[src/rtl/irq_cascade_pkg.sv]
`timescale 1ns/1ps
package irq_cascade_pkg;
  localparam int IRQ_LINES = 8;
  localparam int IDX_W     = $clog2(IRQ_LINES);
  localparam int VEC_W     = 8;
  localparam int CASC_LINE = 2;
  localparam int SLV_SKIP  = 1;
  localparam int SPUR_LINE = IRQ_LINES - 1;

  typedef logic [IRQ_LINES-1:0] line_vec_t;
  typedef logic [IDX_W-1:0]     line_idx_t;
  typedef logic [VEC_W-1:0]     vec_t;

  typedef struct packed {
    logic      found;
    line_idx_t idx;
  } pick_t;

  // true when a line at idx or below is in service
  function automatic logic isr_blocks(line_vec_t isr, line_idx_t idx);
    line_vec_t low;
    low = (line_vec_t'(2) << idx) - line_vec_t'(1);
    return |(isr & low);
  endfunction

  function automatic vec_t vec_of(vec_t base, line_idx_t idx);
    return base + vec_t'(idx);
  endfunction

  function automatic logic cascade_ok(vec_t mcasc, vec_t scasc);
    return mcasc[CASC_LINE] && (scasc == vec_t'(CASC_LINE));
  endfunction

  // lowest set bit of bits that is not excluded
  function automatic pick_t pick_lowest(line_vec_t bits, line_vec_t excl);
    pick_t p;
    p = '0;
    for (int k = IRQ_LINES - 1; k >= 0; k--) begin
      if (bits[k] && !excl[k]) begin
        p.found = 1'b1;
        p.idx   = line_idx_t'(k);
      end
    end
    return p;
  endfunction
endpackage

[src/rtl/irq_req_gate.sv]
`timescale 1ns/1ps
module irq_req_gate
  import irq_cascade_pkg::*;
(
  input  line_vec_t mst_req,
  input  line_vec_t slv_req,
  input  line_vec_t mst_isr,
  input  line_vec_t slv_isr,
  input  line_vec_t mst_mask,
  input  line_vec_t slv_mask,
  input  logic      casc_ok,
  input  logic      mst_aeoi,
  output line_vec_t mst_irr_set,
  output line_vec_t slv_irr_set,
  output logic      mst_isr_casc_set,
  output logic      any_accept
);
  logic mst_busy;
  assign mst_busy = |mst_isr;

  generate
    for (genvar g = 0; g < IRQ_LINES; g++) begin : g_line
      assign mst_irr_set[g] = mst_req[g] & ~mst_mask[g]
                              & ~isr_blocks(mst_isr, line_idx_t'(g));
      assign slv_irr_set[g] = slv_req[g] & casc_ok & ~mst_busy & ~slv_mask[g]
                              & ~isr_blocks(slv_isr, line_idx_t'(g));
    end
  endgenerate

  assign mst_isr_casc_set = (|slv_irr_set) & ~mst_aeoi;
  assign any_accept       = (|mst_irr_set) | (|slv_irr_set);
endmodule

[src/rtl/irq_ack_arbiter.sv]
`timescale 1ns/1ps
module irq_ack_arbiter
  import irq_cascade_pkg::*;
(
  input  logic      ack,
  input  logic      casc_ok,
  input  line_vec_t mst_irr,
  input  line_vec_t slv_irr,
  input  line_vec_t mst_isr,
  input  vec_t      mst_offset,
  input  vec_t      slv_offset,
  input  logic      mst_aeoi,
  input  logic      slv_aeoi,
  output line_vec_t mst_irr_clr,
  output line_vec_t slv_irr_clr,
  output line_vec_t mst_isr_set,
  output line_vec_t slv_isr_set,
  output logic      win_valid,
  output vec_t      win_vec
);
  localparam line_vec_t SKIP_MASK  = line_vec_t'(1) << SLV_SKIP;
  localparam line_vec_t UPPER_MASK = ~((line_vec_t'(1) << CASC_LINE) - line_vec_t'(1));

  pick_t mst_hi, mst_lo, slv_p;
  assign mst_hi = pick_lowest(mst_irr, UPPER_MASK);
  assign mst_lo = pick_lowest(mst_irr, ~UPPER_MASK);
  assign slv_p  = pick_lowest(slv_irr, SKIP_MASK);

  always_comb begin
    mst_irr_clr = '0;
    slv_irr_clr = '0;
    mst_isr_set = '0;
    slv_isr_set = '0;
    win_valid   = 1'b0;
    win_vec     = '0;
    if (mst_hi.found) begin
      win_valid                 = 1'b1;
      mst_irr_clr[mst_hi.idx]   = 1'b1;
      mst_isr_set[mst_hi.idx]   = ~mst_aeoi;
      win_vec                   = vec_of(mst_offset, mst_hi.idx);
    end else if (casc_ok && slv_p.found) begin
      win_valid                 = 1'b1;
      slv_irr_clr[slv_p.idx]    = 1'b1;
      slv_isr_set[slv_p.idx]    = ~slv_aeoi;
      win_vec                   = vec_of(slv_offset, slv_p.idx);
    end else if (mst_lo.found) begin
      win_valid                 = 1'b1;
      mst_irr_clr[mst_lo.idx]   = 1'b1;
      mst_isr_set[mst_lo.idx]   = ~mst_aeoi;
      win_vec                   = vec_of(mst_offset, mst_lo.idx);
    end else begin
      win_vec = mst_isr[CASC_LINE] ? vec_of(slv_offset, line_idx_t'(SPUR_LINE))
                                   : vec_of(mst_offset, line_idx_t'(SPUR_LINE));
    end
    if (!ack) begin
      mst_irr_clr = '0;
      slv_irr_clr = '0;
      mst_isr_set = '0;
      slv_isr_set = '0;
      win_valid   = 1'b0;
      win_vec     = '0;
    end
  end
endmodule

[src/rtl/irq_ctrl_bank.sv]
`timescale 1ns/1ps
module irq_ctrl_bank
  import irq_cascade_pkg::*;
(
  input  logic      clk,
  input  logic      rst_n,
  input  line_vec_t irr_set,
  input  line_vec_t irr_clr,
  input  line_vec_t isr_set,
  input  line_vec_t isr_clr,
  output line_vec_t irr_q,
  output line_vec_t isr_q,
  output line_vec_t irr_next
);
  line_vec_t isr_next;
  // sets win over clears on both registers
  assign irr_next = (irr_q & ~irr_clr) | irr_set;
  assign isr_next = (isr_q & ~isr_clr) | isr_set;

  always_ff @(posedge clk) begin
    if (!rst_n) begin
      irr_q <= '0;
      isr_q <= '0;
    end else begin
      irr_q <= irr_next;
      isr_q <= isr_next;
    end
  end
endmodule

[src/rtl/irq_cascade_resolver.sv]
`timescale 1ns/1ps
module irq_cascade_resolver
  import irq_cascade_pkg::*;
(
  input  logic                   clk,
  input  logic                   rst_n,
  input  logic [2*IRQ_LINES-1:0] req_pulse,
  input  logic                   ack_strobe,
  input  logic [IRQ_LINES-1:0]   mst_mask,
  input  logic [IRQ_LINES-1:0]   slv_mask,
  input  logic [VEC_W-1:0]       mst_offset,
  input  logic [VEC_W-1:0]       slv_offset,
  input  logic [VEC_W-1:0]       mst_casc,
  input  logic [VEC_W-1:0]       slv_casc,
  input  logic                   mst_aeoi,
  input  logic                   slv_aeoi,
  input  logic [IRQ_LINES-1:0]   mst_eoi_clr,
  input  logic [IRQ_LINES-1:0]   slv_eoi_clr,
  output logic                   cpu_int,
  output logic [VEC_W-1:0]       vector_out,
  output logic [IRQ_LINES-1:0]   mst_irr,
  output logic [IRQ_LINES-1:0]   mst_isr,
  output logic [IRQ_LINES-1:0]   slv_irr,
  output logic [IRQ_LINES-1:0]   slv_isr
);
  logic      casc_ok;
  line_vec_t mst_irr_set, slv_irr_set;
  logic      mst_isr_casc_set, any_accept;
  line_vec_t arb_mst_irr_clr, arb_slv_irr_clr, arb_mst_isr_set, arb_slv_isr_set;
  logic      win_valid;
  vec_t      win_vec;
  line_vec_t mst_isr_set_all;
  line_vec_t mst_irr_next, slv_irr_next;
  logic      int_q;

  assign casc_ok = cascade_ok(mst_casc, slv_casc);

  irq_req_gate u_gate (
    .mst_req          (req_pulse[IRQ_LINES-1:0]),
    .slv_req          (req_pulse[2*IRQ_LINES-1:IRQ_LINES]),
    .mst_isr          (mst_isr),
    .slv_isr          (slv_isr),
    .mst_mask         (mst_mask),
    .slv_mask         (slv_mask),
    .casc_ok          (casc_ok),
    .mst_aeoi         (mst_aeoi),
    .mst_irr_set      (mst_irr_set),
    .slv_irr_set      (slv_irr_set),
    .mst_isr_casc_set (mst_isr_casc_set),
    .any_accept       (any_accept)
  );

  irq_ack_arbiter u_arb (
    .ack         (ack_strobe),
    .casc_ok     (casc_ok),
    .mst_irr     (mst_irr),
    .slv_irr     (slv_irr),
    .mst_isr     (mst_isr),
    .mst_offset  (mst_offset),
    .slv_offset  (slv_offset),
    .mst_aeoi    (mst_aeoi),
    .slv_aeoi    (slv_aeoi),
    .mst_irr_clr (arb_mst_irr_clr),
    .slv_irr_clr (arb_slv_irr_clr),
    .mst_isr_set (arb_mst_isr_set),
    .slv_isr_set (arb_slv_isr_set),
    .win_valid   (win_valid),
    .win_vec     (win_vec)
  );

  assign mst_isr_set_all = arb_mst_isr_set | (line_vec_t'(mst_isr_casc_set) << CASC_LINE);

  irq_ctrl_bank u_mst (
    .clk      (clk),
    .rst_n    (rst_n),
    .irr_set  (mst_irr_set),
    .irr_clr  (arb_mst_irr_clr),
    .isr_set  (mst_isr_set_all),
    .isr_clr  (mst_eoi_clr),
    .irr_q    (mst_irr),
    .isr_q    (mst_isr),
    .irr_next (mst_irr_next)
  );

  irq_ctrl_bank u_slv (
    .clk      (clk),
    .rst_n    (rst_n),
    .irr_set  (slv_irr_set),
    .irr_clr  (arb_slv_irr_clr),
    .isr_set  (arb_slv_isr_set),
    .isr_clr  (slv_eoi_clr),
    .irr_q    (slv_irr),
    .isr_q    (slv_isr),
    .irr_next (slv_irr_next)
  );

  always_ff @(posedge clk) begin
    if (!rst_n) begin
      int_q <= 1'b0;
    end else if (any_accept) begin
      int_q <= 1'b1;
    end else if (ack_strobe && (mst_irr_next == '0) && (slv_irr_next == '0)) begin
      int_q <= 1'b0;
    end
  end

  assign cpu_int    = int_q;
  assign vector_out = win_vec;
endmodule

[config.mk]
export PLATFORM = sky130hd
export DESIGN_NAME = irq_cascade_resolver
export DESIGN_NICKNAME = d
export VERILOG_FILES = /design/src/rtl/irq_cascade_pkg.sv /design/src/rtl/irq_req_gate.sv /design/src/rtl/irq_ack_arbiter.sv /design/src/rtl/irq_ctrl_bank.sv /design/src/rtl/irq_cascade_resolver.sv
export SDC_FILE = /design/constraint.sdc
export NUM_CORES = 1
export LEC_CHECK = 0
export ABC_AREA = 0
export ABC_CLOCK_PERIOD_IN_PS = 2200
export BUFFER_PORTS_ARGS = -buffer_cell sky130_fd_sc_hd__buf_2
export CORE_MARGIN = 2
export CORE_UTILIZATION = 44
export CTS_CLUSTER_DIAMETER = 60
export DETAILED_ROUTE_END_ITERATION = 10
export HOLD_SLACK_MARGIN = 0.03
export PLACE_DENSITY = 0.8
export SYNTH_ARGS = -nofsm -noshare
export SYNTH_HDL_FRONTEND = slang
export SYNTH_SLANG_ARGS = --single-unit
export TNS_END_PERCENT = 5
[constraint.sdc]
create_clock -name clk -period 2.2 [get_ports clk]
set_input_delay 0.11 -clock clk [delete_from_list [all_inputs] [get_ports clk]]
set_output_delay 0.11 -clock clk [all_outputs]
set_load 0.03 [all_outputs]
Word level (Yosys, flattened, before mapping)
Index checks and enable logic that the tools add are counted.

storage, ports and cells
  register bits after elaboration = 33
  input bits = 85
  output and inout bits = 41
  logic and storage cells = 185

operators by class
  $add $sub $neg = 5
  $lt $le $gt $ge = 6
  equal/unequal tests = 1
  mux-type cells = 42
  bitwise gates (word level) = 100
  reduce and logical (&&, ||, !) cells = 26

operators with widths
  operator                                                                              count
  8-bit 2-to-1 mux                                                                      19
  4-bit 2-to-1 mux                                                                      15
  8-bit bitwise AND                                                                     7
  1-bit bitwise AND                                                                     49
  1-bit NOT                                                                             34
  8-bit NOT                                                                             4
  8-bit bitwise OR                                                                      4
  8-bit OR reduction                                                                    4
  8-bit by 3-bit adder with 8-bit output                                                3
  8-bit by 3-bit adder with 8-bit output (second input constant)                        2
  8-bit logical NOT                                                                     2
  7-bit OR reduction                                                                    2
  3-bit by 4-bit < comparator with 1-bit output (second input constant)                 3
  6-bit OR reduction                                                                    2
  5-bit OR reduction                                                                    2
  1-bit demux with 3-bit select                                                         3
  3-bit by 1-bit greater-or-equal comparator with 1-bit output (second input constant)  3
  8-bit by 2-bit equality test with 1-bit output (second input constant)                1
  8-bit by 3-bit bitwise OR with 8-bit output                                           1
  4-bit OR reduction                                                                    2
  1-bit logical AND                                                                     7
  3-bit OR reduction                                                                    2
  1-bit 2-to-1 mux                                                                      5
  2-bit OR reduction                                                                    2
  other kinds (2)                                                                       2

Depth between registers and ports, before layout
Gate-level depths: netlist of run 1.

  depth in word-level cells = 22
  mapped depth = 13
  mapped depth without buffers = 12

By module
Synthesis of run 1 repeated with hierarchy kept, for this count alone.

second synthesis, totals
  cells, all modules = 413
  area, all modules = 3270.6 um2

by module, submodules not included
  module                instances  cells an instance  area each (um2)  seq. area each (um2)
  irq_ack_arbiter       1          236                1584.0           0.0
  irq_ctrl_bank         2          58                 621.8            320.3
  irq_req_gate          1          48                 339.1            0.0
  irq_cascade_resolver  1          13                 103.8            20.0

Least setup slack after synthesis of run 1
No wires, ideal clock.

  path type = register to output
  start = reg u_mst.irr_q[6]
  end = out vector_out[5]
  arrival time = 3452 ps
  required time = 2090 ps
  path slack = -1362 ps
  stages on the path, launching flop included = 11
  path buffers = 1
  cell sequence = dfxtp_1 -> clkbuf_1 -> nor2_1 -> o31ai_1 -> ha_1 -> a21o_1 -> a31oi_1 -> nor3_1 -> xor2_1 -> mux2i_1 -> o311ai_0

between the ends
  word-level cells in the longest chain between the ends = 10

RTL lines
  what                                    RTL line                    text
  start: declaration                      irq_ctrl_bank.sv:11         output line_vec_t irr_q,
  start signal: assignment                irq_ctrl_bank.sv:25         irr_q <= irr_next;
  4-bit 2-to-1 mux * (5 in series)        irq_cascade_pkg.sv:39       if (bits[k] && !excl[k]) begin
  8-bit by 3-bit adder with 8-bit output  irq_cascade_pkg.sv:27       return base + vec_t'(idx);
  8-bit 2-to-1 mux *                      irq_ack_arbiter.sv:46       end else if (mst_lo.found) begin
  8-bit 2-to-1 mux *                      irq_ack_arbiter.sv:41       end else if (casc_ok && slv_p.found) begin
  8-bit 2-to-1 mux *                      irq_ack_arbiter.sv:36       if (mst_hi.found) begin
  8-bit 2-to-1 mux *                      irq_ack_arbiter.sv:55       if (!ack) begin
  end: declaration                        irq_cascade_resolver.sv:20  output logic [VEC_W-1:0] vector_out,

Mark *: on every way between the ends. The rest lies on a longest branch, timed or not.

Final worst setup path of run 1
  start = reg u_slv.irr_q[5]
  end = out vector_out[4]

between the ends
  word-level cells in the longest chain between the ends = 9
  elaborated cells on any way between the ends = 10
  those cells by class = add/sub: 1; mux: 8; reduce/logical: 1

RTL lines
  what                                                                         RTL line
  start: declaration                                                           irq_ctrl_bank.sv:11
  start signal: assignment                                                     irq_ctrl_bank.sv:25
  4-bit 2-to-1 mux * (5 in series)                                             irq_cascade_pkg.sv:39
  8-bit by 3-bit adder with 8-bit output or 1-bit logical AND (tied branches)  irq_cascade_pkg.sv:27, irq_ack_arbiter.sv:41
  8-bit 2-to-1 mux *                                                           irq_ack_arbiter.sv:41
  8-bit 2-to-1 mux *                                                           irq_ack_arbiter.sv:36
  8-bit 2-to-1 mux *                                                           irq_ack_arbiter.sv:55

Marks and branches as above.

==> results of run 1 <==
## critical path, cell delays in order (launching register included)
cell and delay (ns):
dfxtp_2 0.35, nor2_2 0.14, o21ai_1 0.11, a21o_1 0.20, buf_4 0.15, fa_2 0.37, nor2b_2 0.15, a31oi_2 0.05
nand2b_4 0.15, xnor2_2 0.17, nor2_2 0.06, o31a_1 0.30, buf_6 0.14
## registers in the layout (all words and copies together) (netlist names)
register / flops
u_mst.isr_q: 8
u_slv.irr_q: 8
cpu_int: 1
u_slv.isr_q: 8
u_mst.irr_q: 8
## power groups by stage
stage	Sequential, uW	Combinational (uW)	Clock (uW)
3_3_place_gp	640	722	0
5_1_grt	630	884	472
6_report	629	821	442
4_1_cts	628	773	448
2_1_floorplan	669	415	0
3_5_place_dp	641	734	0
## what timing repair did
item,CTS,global route
buffers inserted,0,1
setup endpoints to repair,13,20
resized for setup,25,33
hold buffers,0,0
pin swaps,6,12
## how the worst min path moves through the flow
stage / from / endpoint / slack (ns) / cells past startpoint
floorplan: rst_n / u_mst.irr_q[3]$_SDFF_PN0_ / 0.26 / 1
global placement: mst_eoi_clr[0] / u_mst.isr_q[0]$_SDFF_PN0_ / 0.38 / 3
detailed placement: mst_eoi_clr[0] / u_mst.isr_q[0]$_SDFF_PN0_ / 0.40 / 3
CTS: mst_eoi_clr[0] / u_mst.isr_q[0]$_SDFF_PN0_ / 0.09 / 3
global route: mst_eoi_clr[2] / u_mst.isr_q[2]$_SDFF_PN0_ / 0.11 / 3
finish: slv_eoi_clr[1] / u_slv.isr_q[1]$_SDFF_PN0_ / 0.09 / 2
## cells by family after synthesis
kind of cell / after synthesis / share of synthesized area [%]
AO/OA/AOI/OAI: 108 / 25.1
flip-flops: 33 / 22.0
multiplexers: 12 / 4.05
XOR/XNOR: 24 / 7.01
adder cells (fa/ha/maj): 9 / 4.26
AND/OR/NAND/NOR: 165 / 32.2
buffers and inverters: 38 / 5.34
## per-stage QoR
step	TNS, ns	util (%)	power [uW]	area [um2]
global placement	-1.28	63.2	1360	4220
finish	-3.77	68.5	1890	4570
global route	-5.05	68.5	1990	4570
CTS	-3.43	65.7	1850	4390
detailed placement	-1.82	63.2	1370	4220
floorplan	-1.78	-	1080	3120
## cell type report
cell class	count	area, um2
multi-input combinational	318	2470
tap	80	100
sequential	33	684
fill	565	2110
inverter	16	62.6
clock buffer	8	80.1
timing repair buffer	191	1170
## per-layer routing
layer	vias up	global-route usage (%)
met5	-	0
met4	0	8.81
met3	20	3.14
met2	141	47.3
met1	1735	36.3
li1	1795	-
## cells in the mapped netlist, drive strengths merged (7+ instances only)
| library cell | number |
|---|---|
| ha | 7 |
| clkbuf | 17 |
| nor3 | 13 |
| o21ai | 14 |
| nand2 | 24 |
| inv | 15 |
| nor2 | 22 |
| xnor2 | 17 |
| o21a | 9 |
| o31ai | 7 |
| a31oi | 11 |
| xor2 | 7 |
| dfxtp | 33 |
| nor4 | 11 |
| nor2b | 25 |
| a21boi | 10 |
| mux2i | 11 |
| a21oi | 19 |
| nand2b | 11 |
| nand3 | 13 |
==> impl_metrics.ini, run 1 <==
[critical_path]
r2r-end = cpu_int$_SDFFE_PN0P_
r2r_cells = 6
worst_setup_path_start_kind = flop
crit_type = flop to output pin
r2r_slack_ns = -0.14
end_kind = output pin
cp.required_ns = 2.09
crit_path_max_fanout = 3
critPathLaunch = u_slv.irr_q[5]$_SDFF_PN0_
rr_startpoint = u_mst.irr_q[3]$_SDFF_PN0_
crit_end = vector_out[4]
arrival_ns = 2.65

[routing]
vias = 3691
drt_iter0_drc = 180
routed_via_density = 5.71
drt-pass1-iter-count = 4
wl_per_cell_um = 16.8
met1Wirelength_um = 4550
wl_met3_um = 605
drc_errors = 0
top_layer = met4
route.met2.wl_um = 5420
drtAntennaViolNets = 0
routed_wl_um = 10900

[logic_synthesis]
synth_warnings = 0
synth-seq-cells = 33
ys_top_cells_by_area = dfxtp_1 22%, nor2b_1 5.2%, xnor2_1 5.0%
synth_area_um2 = 3000
syn_avg_cell_area_um2 = 7.70
syn-instance-count = 389
yosys.area.top_type_share_pct = 22.0
async_reset_ff_share_pct = 0
syn_nets = 483
ys_seq_area_share_pct = 22.0
synth_edf_count = 0
yosysUniqueCellTypes = 61
ys.flop_type = dfxtp_1
synth_top_area_cell = dfxtp_1

[grt]
overflow = 0
antenna_found_initial = 0
grt_usage_pct = 27.6
grt_pass1_vias = 3586
grt_pass1_wl_um = 16600
grt_max_degree = 34

[final_layout]
finalNetCount = 659
final_cells = 646
antenna_cells = 0
final_common_cell = buf_2
area_growth_pct = 52.7
layout-drive-gt1-share_pct = 48.4
final_cell_mix = 111 x buf_2, 75 x buf_4, 23 x nor2b_1, 23 x nand2_1, 20 x dfxtp_1

[sta]
setup_ws_ns = -0.563
finalMaxSlewViolations = 0
min_period_ns = 2.76
finalClockSkew_ns = 0.00331
finalSetupViolCount = 9
fmax_mhz = 362
rsz0062_at_grt = yes
maxSlewHeadroom_pct = 52.6
min_period_over_period_pct = 126
worstMarginPinSlew_ns = 0.705
timing.hold.ws_ns = 0.0914
hold_viol = 0

[power]
power_frac_seq_pct = 33.2
p_switching_uw = 685
power_frac_clock_pct = 23.4
comb_power_share_pct = 43.4
p_leak_uw = 0.00205
p_sw_share_pct = 36.2
ir_worst_vdd_mv = 0.421
powerDensity_nw_per_um2 = 414
intPower_uw = 1210

[cts]
clock_sinks = 33
clockBufferDepth = 2
cts.clk_slew.worst_paths_ns = 0.06
htreeDepth = 2
insertion_delay_ns = 0.29
cts_tree = yes
cts_buffers = 5
root_buffer = clkbuf_8

[placement]
io_buffers = 118
place_ws_ns = -0.316
place_inst = 637
detailed_place_hpwl_um = 8220
gp_congestion = 0.950

[floorplan]
die_x_um = 86.5
start_util_pct = 44.9
row_count = 30
core_area_um2 = 6680
die-area_um2 = 7490
die_y_um = 86.5
ios = 126

[outcome]
outcome = finished with violations
violations = negative setup slack

[flow_run]
max_cap_violations = 0

[hold_path]
min_path_type = input port to flop
Note: power is estimated with default switching activity, not from simulation.
==> inputs of run 2 (changes only) <==
--- a/config.mk
+++ b/config.mk
@@ -6,14 +6,14 @@
 export NUM_CORES = 1
 export LEC_CHECK = 0
 export ABC_AREA = 0
-export ABC_CLOCK_PERIOD_IN_PS = 2200
+export ABC_CLOCK_PERIOD_IN_PS = 2600
 export BUFFER_PORTS_ARGS = -buffer_cell sky130_fd_sc_hd__buf_2
 export CORE_MARGIN = 2
-export CORE_UTILIZATION = 44
+export CORE_UTILIZATION = 45
 export CTS_CLUSTER_DIAMETER = 60
 export DETAILED_ROUTE_END_ITERATION = 10
 export HOLD_SLACK_MARGIN = 0.03
-export PLACE_DENSITY = 0.8
+export PLACE_DENSITY = 0.79
 export SYNTH_ARGS = -nofsm -noshare
 export SYNTH_HDL_FRONTEND = slang
 export SYNTH_SLANG_ARGS = --single-unit
==> constraint.sdc (replaced) <==
create_clock -name clk -period 2.6 [get_ports clk]
set_input_delay 0.13 -clock clk [delete_from_list [all_inputs] [get_ports clk]]
set_output_delay 0.13 -clock clk [all_outputs]
set_load 0.03 [all_outputs]
==> run 2 against run 1 <==
The flow still finishes with violations (negative setup slack). Clock power rose by 15%. Register-to-register slack got worse by 0.16 ns. Sequential power down 15%. Sequential share of layout area up 0.22 points. Setup slack better by 0.26 ns. Power is 8.2% lower. Clock skew is 0.0044 ns higher. Count of clock-buffer cells in the layout down 1. Via count is 2.7% higher. Combinational power fell by 15%. Hold slack better by 0.012 ns. Largest power group unchanged. Highest routed layer unchanged.
==> impl_metrics.ini, run 2 (synthesis gave the netlist of run 1 again) <==
[outcome]
outcome = finished with violations
violations = negative setup slack

[cts]
cts_tree = yes
cts_buffers = 5
clock_sinks = 33
cts.clk_slew.worst_paths_ns = 0.07
clockBufferDepth = 2
htreeDepth = 2
insertion_delay_ns = 0.29
root_buffer = clkbuf_8

[routing]
routed_wl_um = 11500
drtAntennaViolNets = 0
drc_errors = 0
drt_iter0_drc = 233
wl_per_cell_um = 18.1
vias = 3790
routed_via_density = 5.97
drt-pass1-iter-count = 4

[floorplan]
die_y_um = 85.6
ios = 126
core_area_um2 = 6390
start_util_pct = 46.9
die-area_um2 = 7330
row_count = 29
die_x_um = 85.6

[critical_path]
end_kind = flop
cp.required_ns = 2.79
worstPathCellList = buf_4 > o311ai_4 > inv_2 > buf_4 > buf_4 > buf_4 > buf_4 > buf_4 > buf_4 > buf_4 > buf_4 > buf_4 > buf_4 > buf_4 > buf_4 > buf_4 > buf_4 > a21oi_2 > nor2b_1
worst_setup_path_start_kind = flop
r2r_slack_ns = -0.30
slowest_stage = dfxtp_2
arrival_ns = 3.09
crit_top_cell = buf_4
crit_type = flop to flop
crit_path_max_fanout = 4
max_stage_delay_ns = 0.35

[sta]
min_period_over_period_pct = 112
finalClockSkew_ns = 0.00771
hold_viol = 0
setup_ws_ns = -0.301
rsz0062_at_grt = yes
finalSetupViolCount = 8
fmax_mhz = 345
min_period_ns = 2.90
worstMarginPinSlew_ns = 0.569
maxSlewHeadroom_pct = 61.5
finalMaxSlewViolations = 0

[placement]
io_buffers = 118
gp_congestion = 1.01
detailed_place_hpwl_um = 7690
place_ws_ns = -0.0478
place_inst = 602

[power]
powerDensity_nw_per_um2 = 382
ir_worst_vdd_mv = 0.335
p_leak_uw = 0.00203

[grt]
grt_max_degree = 34
grt_usage_pct = 29.3
overflow = 0
grt_pass1_wl_um = 17300
grt_pass1_vias = 3628
antenna_found_initial = 0

[final_layout]
final_cells = 635
final_cell_mix = 113 x buf_2, 65 x buf_4, 24 x nor2b_1
antenna_cells = 0
area_growth_pct = 51.5
layout-drive-gt1-share_pct = 47.0
final_common_cell = buf_2
finalNetCount = 651

[flow_run]
max_cap_violations = 0

[hold_path]
min_path_type = input port to flop
-- run 2: cell count changes in the layout (fill, tap and decap cells not counted), sizes merged --
cell    previous run  this run
buf              191       183
clkbuf             8         7
bufinv             0         1
-- run 2: timing repair --
action | 4_1_cts | 5_1_grt
cloned | 0 | 0
pin swaps | 16 | 20
gates resized for setup | 47 | 28
endpoints found under the setup margin | 8 | 10
setup buffers | 20 | 5
hold buffers | 0 | 0
-- run 2: path summary, 6_finish.rpt --
kind                            cells after the start                        end                      start
worst min-delay path                                2  u_slv.isr_q[1]$_SDFF_PN0_             slv_eoi_clr[1]
worst max-delay path                               19  u_slv.isr_q[7]$_SDFF_PN0_  u_slv.irr_q[3]$_SDFF_PN0_
worst min register to register                      1  u_slv.irr_q[1]$_SDFF_PN0_  u_slv.irr_q[1]$_SDFF_PN0_
worst max register to register                     19  u_slv.isr_q[7]$_SDFF_PN0_  u_slv.irr_q[3]$_SDFF_PN0_
-- run 2: layer usage --
metal  share of wire [%]  GRT usage [%]  up-vias  wire length, um
met4                 4.7           14.4        0              539
li1                    -              -     1770                -
met2                  48           49.8      218             5530
met5                   0              0        -                0
met1                  40           36.7     1754             4580
met3                 7.5           3.37       48              859
-- run 2: layout make-up --
type,count,area (um2)
clock inverter,1,30.0
clock buffer,7,86.3
inverter,16,62.6
tap,77,96.3
timing repair buffer,183,1110
fill,476,1850
multi-input combinational,318,2470
sequential,33,689
-- run 2: critical path: cells and delay by family, from the launching register on --
| family | cells | cell delay (ns) |
|---|---|---|
| DFF | 1 | 0.35 |
| buffers and inverters | 16 | 1.97 |
| and+or+nand+nor | 1 | 0.06 |
| AOI/OAI and AO/OA | 2 | 0.40 |
-- run 2: power breakdown --
| part | switching, uW | total [uW] | internal (uW) |
|---|---|---|---|
| sequential | 17.3 | 534 | 517 |
| combinational | 385 | 695 | 310 |
| clock | 195 | 507 | 312 |
-- run 2: metrics by stage --
| step | power (uW) | utilization (%) | TNS [ns] | hold WS, ns | instance area (um2) |
|---|---|---|---|---|---|
| 3_5_place_dp | 1120 | 61.6 | -0.0786 | 0.411 | 3930 |
| 6_report | 1740 | 71.1 | -1.52 | 0.103 | 4540 |
| 5_1_grt | 1810 | 71.1 | -2.25 | 0.108 | 4540 |
| 4_1_cts | 1660 | 68.6 | -0.774 | 0.105 | 4380 |
| 3_3_place_gp | 1100 | 61.6 | 0 | 0.403 | 3930 |
| 2_1_floorplan | 905 | - | -0.00234 | 0.276 | 3060 |
==> inputs of run 3 (changes only) <==
--- a/config.mk
+++ b/config.mk
@@ -14,6 +14,7 @@
 export DETAILED_ROUTE_END_ITERATION = 10
 export HOLD_SLACK_MARGIN = 0.03
 export PLACE_DENSITY = 0.79
+export SKIP_LAST_GASP = 1
 export SYNTH_ARGS = -nofsm -noshare
 export SYNTH_HDL_FRONTEND = slang
 export SYNTH_SLANG_ARGS = --single-unit
==> run 3 against run 2 <==
The run still ends with negative setup slack left. Via count is 1.7% higher. Flip-flop and latch count stayed put. Register-to-register slack better by 0.03 ns. Combinational power is 1% lower. First-iteration DRC count is 15% lower. Design area is 0.25% lower. Largest cell class unchanged. Sequential share of layout area hardly changed.
==> impl_metrics.ini, run 3 (synthesis gave the netlist of run 1 again) <==
[power]
p_sw_share_pct = 34.1
comb_power_share_pct = 39.9
p_leak_uw = 0.00202
ir_worst_vdd_mv = 0.333
intPower_uw = 1130
powerDensity_nw_per_um2 = 380
power_frac_seq_pct = 31.0
p_switching_uw = 587
power_frac_clock_pct = 29.1

[placement]
io_buffers = 118
detailed_place_hpwl_um = 7690
place_inst = 602
gp_congestion = 1.01
place_ws_ns = -0.0478

[sta]
finalSetupViolCount = 8
hold_viol = 0
min_period_ns = 2.91
worstMarginPinSlew_ns = 0.571
setup_ws_ns = -0.315
maxSlewHeadroom_pct = 61.4
finalMaxSlewViolations = 0
min_period_over_period_pct = 112
rsz0062_at_grt = yes
fmax_mhz = 343
finalClockSkew_ns = 0.00681

[final_layout]
final_common_cell = buf_2
antenna_cells = 0
area_growth_pct = 51.1
finalNetCount = 653
fillers = 482
layout-drive-gt1-share_pct = 46.8
final_util_pct = 70.9
final_cells = 637
final_cell_mix = 113 x buf_2, 68 x buf_4, 24 x nor2b_1

[floorplan]
start_util_pct = 46.9
die_x_um = 85.6
core_area_um2 = 6390
die-area_um2 = 7330
die_y_um = 85.6
ios = 126
row_count = 29

[critical_path]
cp_num_buf_inv = 4
worstPathCellList = buf_4 > o311ai_4 > inv_2 > ha_4 > inv_2 > fa_2 > nand2b_1 > a31oi_1 > nand2b_1 > xnor2_1 > nor2_1 > o31a_1 > buf_6
path_delay_family = compound AO/OA/AOI/OAI gates
crit_type = flop to output pin
slowest_stage = dfxtp_4
max_stage_delay_ns = 0.36
worst_setup_path_start_kind = flop
rr_startpoint = u_slv.irr_q[3]$_SDFF_PN0_
r2r_slack_ns = -0.27
cp.required_ns = 2.47
end_kind = output pin
crit_path_max_fanout = 4
arrival_ns = 2.78
critPathLaunch = u_slv.irr_q[3]$_SDFF_PN0_

[routing]
routed_wl_um = 11400
drt-pass1-iter-count = 5
wl_per_cell_um = 17.9
drtAntennaViolNets = 0
routed_via_density = 6.05
drt_iter0_drc = 198
drc_errors = 0
vias = 3855

[cts]
htreeDepth = 2
cts_tree = yes
clockBufferDepth = 2
clock_sinks = 33
insertion_delay_ns = 0.29
ctsHoldBuffers = 0
cts_buffers = 5
cts.clk_slew.worst_paths_ns = 0.07
root_buffer = clkbuf_8

[grt]
antenna_found_initial = 0
grt_pass1_wl_um = 17400
overflow = 0
grt_pass1_vias = 3611
grt_max_degree = 34
grt_usage_pct = 29.3

[hold_path]
min_from = slv_eoi_clr[1]
min_path_type = input port to flop

[outcome]
outcome = finished with violations
violations = negative setup slack

[flow_run]
max_cap_violations = 0
## run 3: cell count changes in the layout (fill, tap and decap cells not counted)
cell	change
nand3_2	-1
nand2_4	-1
buf_4	+3
a2111oi_1	-1
buf_6	-1
nor3_1	+1
nand2_2	+1
nor3_4	-1
nand3_1	+1
a2111oi_0	+1
## run 3: layout make-up
type | count | area, um2 | area share [%]
Clock inverter | 1 | 30.0 | 0.663
Clock buffer | 7 | 86.3 | 1.91
Timing Repair Buffer | 185 | 1120 | 24.8
Inverter | 16 | 62.6 | 1.38
Tap cell | 77 | 96.3 | 2.13
Multi-Input combinational cell | 318 | 2440 | 54.0
Sequential cell | 33 | 689 | 15.2
## run 3: metal layers
layer	vias up	wire length, um	global-route usage [%]
met3	39	832	3.95
met4	0	464	14.6
met2	231	5460	49.1
met1	1802	4640	36.9
li1	1783	-	-
met5	-	0	0
## run 3: timing repair
item                                    in CTS  in global routing
resized for setup                           42                 28
endpoints found under the setup margin       8                 12
pin swaps                                   16                 21
cloned                                       0                  0
setup buffers                               20                  7
## run 3: per-stage QoR
stage / hold WS (ns) / instance area (um2) / setup TNS (ns) / total power (uW)
6_report: 0.107 / 4530 / -1.76 / 1720
5_1_grt: 0.108 / 4530 / -2.88 / 1800
4_1_cts: 0.105 / 4360 / -0.968 / 1660
3_5_place_dp: 0.411 / 3930 / -0.0786 / 1120
3_3_place_gp: 0.403 / 3930 / 0 / 1100
2_1_floorplan: 0.276 / 3060 / -0.00234 / 905
## run 3: final timing paths
path | to | cells after the start
setup / recovery | vector_out[4] | 13
hold / removal | u_slv.isr_q[1]$_SDFF_PN0_ | 2
setup reg to reg | u_slv.isr_q[7]$_SDFF_PN0_ | 19
hold reg to reg | u_slv.irr_q[1]$_SDFF_PN0_ | 1
## run 3: power groups by stage
stage	clock network, uW	logic [uW]	registers (uW)
after CTS	506	619	535
after global placement	0	558	546
final	502	686	534
after floorplan	0	338	567
after global routing	528	735	535
after detailed placement	0	569	547
